<file path="src/rtl/pccard_strobe_seq.sv">
module pccard_strobe_seq #(
  parameter int AW = 26,
  parameter int TW = 8,
  parameter int S0_SETUP = 0,
  parameter int S0_CMD = 7,
  parameter int S0_REC = 4
) (
  input  logic          clk,
  input  logic          rst_n,
  input  logic          cfg_we,
  input  logic [2:0]    cfg_idx,
  input  logic [TW-1:0] cfg_wdata,
  input  logic          req_valid,
  input  logic [AW-1:0] req_addr,
  input  logic          req_write,
  input  logic          req_io,
  input  logic          req_regspace,
  input  logic          req_odd,
  input  logic          req_hi_lane,
  input  logic [7:0]    req_wdata,
  input  logic          req_tset,
  output logic          busy,
  output logic          done,
  output logic [7:0]    rd_data,
  output logic [AW-1:0] card_addr,
  output logic          card_reg_n,
  output logic          card_ce1_n,
  output logic          card_ce2_n,
  output logic          card_oe_n,
  output logic          card_we_n,
  output logic          card_iord_n,
  output logic          card_iowr_n,
  output logic [15:0]   card_d_out,
  output logic [1:0]    card_d_oe,
  input  logic [15:0]   card_d_in
);
  localparam int NREG = 6;

  typedef enum logic [1:0] {IDLE, SETUP, CMD, REC} st_t;

  st_t           st;
  logic [TW-1:0] tmr [NREG];
  logic [TW-1:0] cnt, cmd_q, rec_q;
  logic [AW-1:0] addr_q;
  logic [7:0]    wdat_q, rd_q;
  logic          wr_q, io_q, reg_q, hi_q, done_q;
  logic [2:0]    base;

  wire act    = (st != IDLE);
  wire strb   = (st == CMD);
  wire accept = req_valid && (st == IDLE);

  assign base = req_tset ? 3'd3 : 3'd0;

  always_ff @(posedge clk or negedge rst_n) begin
    if (!rst_n) begin
      tmr[0] <= TW'(S0_SETUP);
      tmr[1] <= TW'(S0_CMD);
      tmr[2] <= TW'(S0_REC);
      for (int i = 3; i < NREG; i++) tmr[i] <= '0;
    end else if (cfg_we && (cfg_idx < 3'(NREG))) begin
      tmr[cfg_idx] <= cfg_wdata;
    end
  end

  always_ff @(posedge clk or negedge rst_n) begin
    if (!rst_n) begin
      st     <= IDLE;
      cnt    <= '0;
      cmd_q  <= '0;
      rec_q  <= '0;
      addr_q <= '0;
      wdat_q <= '0;
      rd_q   <= '0;
      wr_q   <= 1'b0;
      io_q   <= 1'b0;
      reg_q  <= 1'b0;
      hi_q   <= 1'b0;
      done_q <= 1'b0;
    end else begin
      done_q <= 1'b0;
      case (st)
        IDLE: if (accept) begin
          st     <= SETUP;
          cnt    <= tmr[base];
          cmd_q  <= tmr[base + 3'd1];
          rec_q  <= tmr[base + 3'd2];
          addr_q <= req_addr;
          wdat_q <= req_wdata;
          wr_q   <= req_write;
          io_q   <= req_io;
          reg_q  <= req_regspace;
          hi_q   <= req_odd & req_hi_lane;
        end
        SETUP: if (cnt == '0) begin
          st  <= CMD;
          cnt <= cmd_q;
        end else cnt <= cnt - 1'b1;
        CMD: if (cnt == '0) begin
          st  <= REC;
          cnt <= rec_q;
          if (!wr_q) rd_q <= hi_q ? card_d_in[15:8] : card_d_in[7:0];
        end else cnt <= cnt - 1'b1;
        REC: if (cnt == '0) begin
          st     <= IDLE;
          done_q <= 1'b1;
        end else cnt <= cnt - 1'b1;
        default: st <= IDLE;
      endcase
    end
  end

  assign busy        = act;
  assign done        = done_q;
  assign rd_data     = rd_q;
  assign card_addr   = addr_q;
  assign card_reg_n  = ~(act & reg_q);
  assign card_ce1_n  = ~(act & ~hi_q);
  assign card_ce2_n  = ~(act & hi_q);
  assign card_oe_n   = ~(strb & ~io_q & ~wr_q);
  assign card_we_n   = ~(strb & ~io_q & wr_q);
  assign card_iord_n = ~(strb & io_q & ~wr_q);
  assign card_iowr_n = ~(strb & io_q & wr_q);
  assign card_d_out  = {wdat_q, wdat_q};
  assign card_d_oe   = {act & wr_q & hi_q, act & wr_q & ~hi_q};

  wire strb_low = ~(card_oe_n & card_we_n & card_iord_n & card_iowr_n);

  a_r2_strobe_after_setup: assert property (@(posedge clk) disable iff (!rst_n)
    strb_low |-> $past(busy));
  a_r3_recovery_follows: assert property (@(posedge clk) disable iff (!rst_n)
    (!strb_low && $past(strb_low)) |-> busy);
  a_r10_addr_held: assert property (@(posedge clk) disable iff (!rst_n)
    (busy && $past(busy)) |-> $stable(card_addr));
  a_r11_done_single: assert property (@(posedge clk) disable iff (!rst_n)
    done |=> !done);
  a_r11_done_after_busy: assert property (@(posedge clk) disable iff (!rst_n)
    done |-> (!busy && $past(busy)));
  a_r8_wdata_stable: assert property (@(posedge clk) disable iff (!rst_n)
    ((|card_d_oe) && $past(|card_d_oe)) |-> $stable(card_d_out));
endmodule

</file>
<file path="config.mk">
export PLATFORM = sky130hd
export DESIGN_NAME = pccard_strobe_seq
export DESIGN_NICKNAME = d
export VERILOG_FILES = /design/src/rtl/pccard_strobe_seq.sv
export SDC_FILE = /design/constraint.sdc
export NUM_CORES = 1
export LEC_CHECK = 0
export BUFFER_PORTS_ARGS = -buffer_cell sky130_fd_sc_hd__buf_2
export CAP_MARGIN = 20
export CORE_MARGIN = 4
export CORE_UTILIZATION = 45
export CTS_BUF_LIST = sky130_fd_sc_hd__clkbuf_8
export CTS_CLUSTER_SIZE = 25
export DETAILED_ROUTE_END_ITERATION = 8
export GPL_ROUTABILITY_DRIVEN = 0
export PLACE_DENSITY = 0.69
export SYNTH_ARGS = -nofsm -noshare
export SYNTH_HDL_FRONTEND = slang
export SYNTH_SLANG_ARGS = --single-unit
</file>
<file path="constraint.sdc">
create_clock -name clk -period 2.3 [get_ports clk]
set_input_delay 0.46 -clock clk [delete_from_list [all_inputs] [get_ports clk]]
set_output_delay 0.46 -clock clk [all_outputs]
set_load 0.01 [all_outputs]
</file>
==> results.cfg <==
[critical_path]
required_ns = 1.84
worst-setup-path-type = flip-flop to primary output
data_arrival_at_the_endpoint_of_the_critical_path_ns = 1.70
startpoint = st[0]
reg2reg_depth = 6
end_kind = primary output
critical_path.max_fanout = 12
crit_path_start_kind = flip-flop
r2r_start = st[0]
setup.reg_to_reg.worst_slack_ns = 0.17
critical_path.reg2reg.endpoint = st[1]

[yosys]
ys_ff_latch = 121
synthCells = 417
post_synth_instance_area_sq_um = 5540
synth-warning-count = 0
seq_area_frac_synth = 0.547
synth.avg_cell_area_sq_um = 13.3
synth_nets = 493
synth_cell_type_count = 50

[timing]
worst_slew_margin_rel = 0.562
setup_total_negative_slack_ns = 0
period_minus_slack_ns = 2.16
clock-skew-final_ns = 0.0113
timing_worst_slew_pin_value_ns = 0.655
finalWorstSetupSlack_ns = 0.140
final_min_period_over_clock_period = 0.939
report.final.slew_viol_count = 0
rsz_0062_raised_after_global_routing = no
worst_hold_slack_ns = 0.0201
finalHoldViolCount = 0
finalSetupViolations = 0
clock.fmax_mhz = 463

[final_layout]
seqCellArea_sq_um = 3030
layout.nets = 637
num_antenna_cells = 0
signed_area_change_from_the_synthesized_netlist_to_the_final_layout_pct = 23.9
nFillCells = 984
final_layout_size_suffix_gt1_frac = 0.535
post_layout_nonfiller_instances = 721
multi_input_area_sq_um = 2330

[grt]
antenna_found_initial = 0
pin_count_of_the_biggest_net_entering_global_routing = 47
grt_usage = 0.180
grt_overflow_total = 0
wire_length_of_the_first_global_routing_pass_um = 20400
number_of_global_route_vias_before_repair = 4106

[routing]
routed.top_layer = met4
detailroute.wirelength.met2_um = 5950
detail_route.wl_per_cell_um = 16.9
routed-wl-met3_um = 670
firstDrtPassIters = 4
finalWirelength_um = 12100
dr.first_iter.drc_count = 168
route.detailed.vias_per_inst = 5.36
via_count = 3864
residual_drc_count = 0
ant_nets = 0
met1_length_um = 5300

[die]
initial_utilization = 0.462
fp.dieArea_sq_um = 14200
placeableCoreArea_sq_um = 12000
placementRows = 40
ioPinCount = 132
floorplan.die.height_um = 119
die_width_um = 119

[clock_network]
cts_buffers = 17
hold_buffers = 0
clock-sinks = 121
clockRootBuffer = sky130_fd_sc_hd__clkbuf_8
insertion_delay_ns = 0.43
htree_levels = 4
number_of_buffers_between_clock_root_and_the_deepest_sink = 2
clock_tree_from_tritoncts = yes
clk_transition_reported_paths_ns = 0.07

[pwr]
p_per_area_nw_per_um2 = 1310
vdd_drop_max_v = 0.000447
static-leakage-power_nw = 3.29

[placed_design]
port_buffers = 131
post-place-ws_ns = 0.189
dp_cells = 684
hpwl_um = 8770

[flow_run]
max_cap_viol_count = 0

[outcome]
run_status = finished, final reports clean

[min_path]
hold_class = input port to async pin
-- cell usage after synthesis, drive strengths merged --
cell type | count | area [sq um]
a211oi | 4 | 35.0
o22ai | 4 | 25.0
nand3b | 1 | 7.51
a22oi | 1 | 7.51
nand4b | 2 | 17.5
nor2b | 2 | 12.5
nand2b | 2 | 12.5
nor4 | 2 | 18.8
o32a | 1 | 10.0
nor3 | 7 | 45.0
inv | 12 | 45.0
or2 | 1 | 6.26
and3 | 1 | 6.26
a221o | 3 | 30.0
nor4b | 1 | 23.8
a2111oi | 1 | 27.5
a31oi | 5 | 31.3
nand2 | 29 | 125
a32o | 1 | 10.0
mux2i | 22 | 220
o21ai | 22 | 110
buf | 14 | 90.1
or3 | 2 | 12.5
a221oi | 5 | 43.8
nand3 | 3 | 15.0
dfstp | 4 | 105
a311oi | 1 | 8.76
dfrtp | 117 | 2930
or4b | 1 | 13.8
nor3b | 3 | 32.5
a22o | 5 | 43.8
o21bai | 1 | 7.51
ha | 5 | 62.6
a31o | 1 | 8.76
clkbuf | 14 | 52.6
a21oi | 5 | 28.8
and2b | 1 | 8.76
mux2 | 104 | 1200
nor2 | 4 | 31.3
a21boi | 1 | 7.51
a21o | 2 | 15.0
-- stage by stage --
step | utilization | cell area, sq um | power, mW
finish | 0.572 | 6870 | 8.98
global route | 0.572 | 6870 | 9.60
CTS | 0.568 | 6830 | 9.00
detailed placement | 0.533 | 6400 | 6.98
global placement | 0.533 | 6400 | 6.82
floorplan | - | 5540 | 5.81
-- layout make-up --
type	count	share of cell area
Sequential cell	121	0.442
Multi-Input combinational cell	256	0.339
Timing Repair Buffer	153	0.124
Clock buffer	22	0.0441
Tap cell	147	0.0268
Clock inverter	10	0.0180
Inverter	12	0.00656
-- where the power goes --
group | internal (mW) | switching [mW] | total [mW]
registers | 2.96 | 0.553 | 3.51
clock network | 1.20 | 0.787 | 1.99
logic | 1.76 | 1.72 | 3.48
total | 5.92 | 3.05 | 8.98
-- critical path, stage by stage (launching register included) --
cell and delay [ns]:
sky130_fd_sc_hd__dfrtp_1 0.40, sky130_fd_sc_hd__inv_1 0.09, sky130_fd_sc_hd__ha_1 0.22, sky130_fd_sc_hd__buf_6 0.16
sky130_fd_sc_hd__and2b_2 0.21, sky130_fd_sc_hd__nand2b_1 0.07, sky130_fd_sc_hd__buf_2 0.12
-- what timing repair did --
| action | in CTS | in global routing |
|---|---|---|
| buffers inserted | 0 | 5 |
| endpoints found under the setup margin | 0 | 4 |
| resized for setup | 0 | 2 |
-- metal layers --
| layer | vias up | global-route usage |
|---|---|---|
| li1 | 1801 | - |
| met1 | 1909 | 0.232 |
| met2 | 130 | 0.288 |
| met3 | 24 | 0.0494 |
| met4 | 0 | 0.0739 |
| met5 | - | 0 |
-- sequential cells by signal, indices dropped and copies added (netlist names), 2 cells and up --
register   count
tmr           48
card_addr     26
cmd_q          8
cnt            8
rd_data        8
rec_q          8
wdat_q         8
st             2
-- worst max-delay path by stage --
stage,to,depth (start not counted)
floorplan,cnt[2],7
global placement,cnt[2],6
detailed placement,cnt[2],6
CTS,card_oe_n,6
global route,card_oe_n,6
finish,card_oe_n,6
-- layout by cell type, fill, tap and decap left out, types with 3 or more instances in the layout --
master and instances:
sky130_fd_sc_hd__buf_2 130, sky130_fd_sc_hd__mux2_4 8, sky130_fd_sc_hd__nor3_1 5, sky130_fd_sc_hd__clkinv_2 3, sky130_fd_sc_hd__inv_1 15, sky130_fd_sc_hd__buf_4 20, sky130_fd_sc_hd__ha_1 4, sky130_fd_sc_hd__mux2i_1 22
sky130_fd_sc_hd__clkbuf_8 22, sky130_fd_sc_hd__a221o_1 3, sky130_fd_sc_hd__nand3_1 3, sky130_fd_sc_hd__dfstp_2 4, sky130_fd_sc_hd__a31oi_1 5, sky130_fd_sc_hd__a221oi_1 5, sky130_fd_sc_hd__a21oi_1 4, sky130_fd_sc_hd__a22o_1 5
sky130_fd_sc_hd__nand2_1 27, sky130_fd_sc_hd__o21ai_0 22, sky130_fd_sc_hd__nor2_1 3, sky130_fd_sc_hd__bufinv_16 3, sky130_fd_sc_hd__dfrtp_1 117, sky130_fd_sc_hd__mux2_2 96, sky130_fd_sc_hd__a211oi_1 3, sky130_fd_sc_hd__o22ai_1 4
-- kinds of logic (layout without fill, tap and decap cells) --
logic type / count (synthesis) / after routing / synth area share
mux: 126 / 126 / 0.256
flops: 121 / 121 / 0.547
compound gates: 63 / 63 / 0.0812
simple gates: 62 / 62 / 0.0702
buf+inv: 40 / 197 / 0.0339
fa+ha+maj: 5 / 5 / 0.0113
No activity file was read; power rests on OpenSTA's default activity.
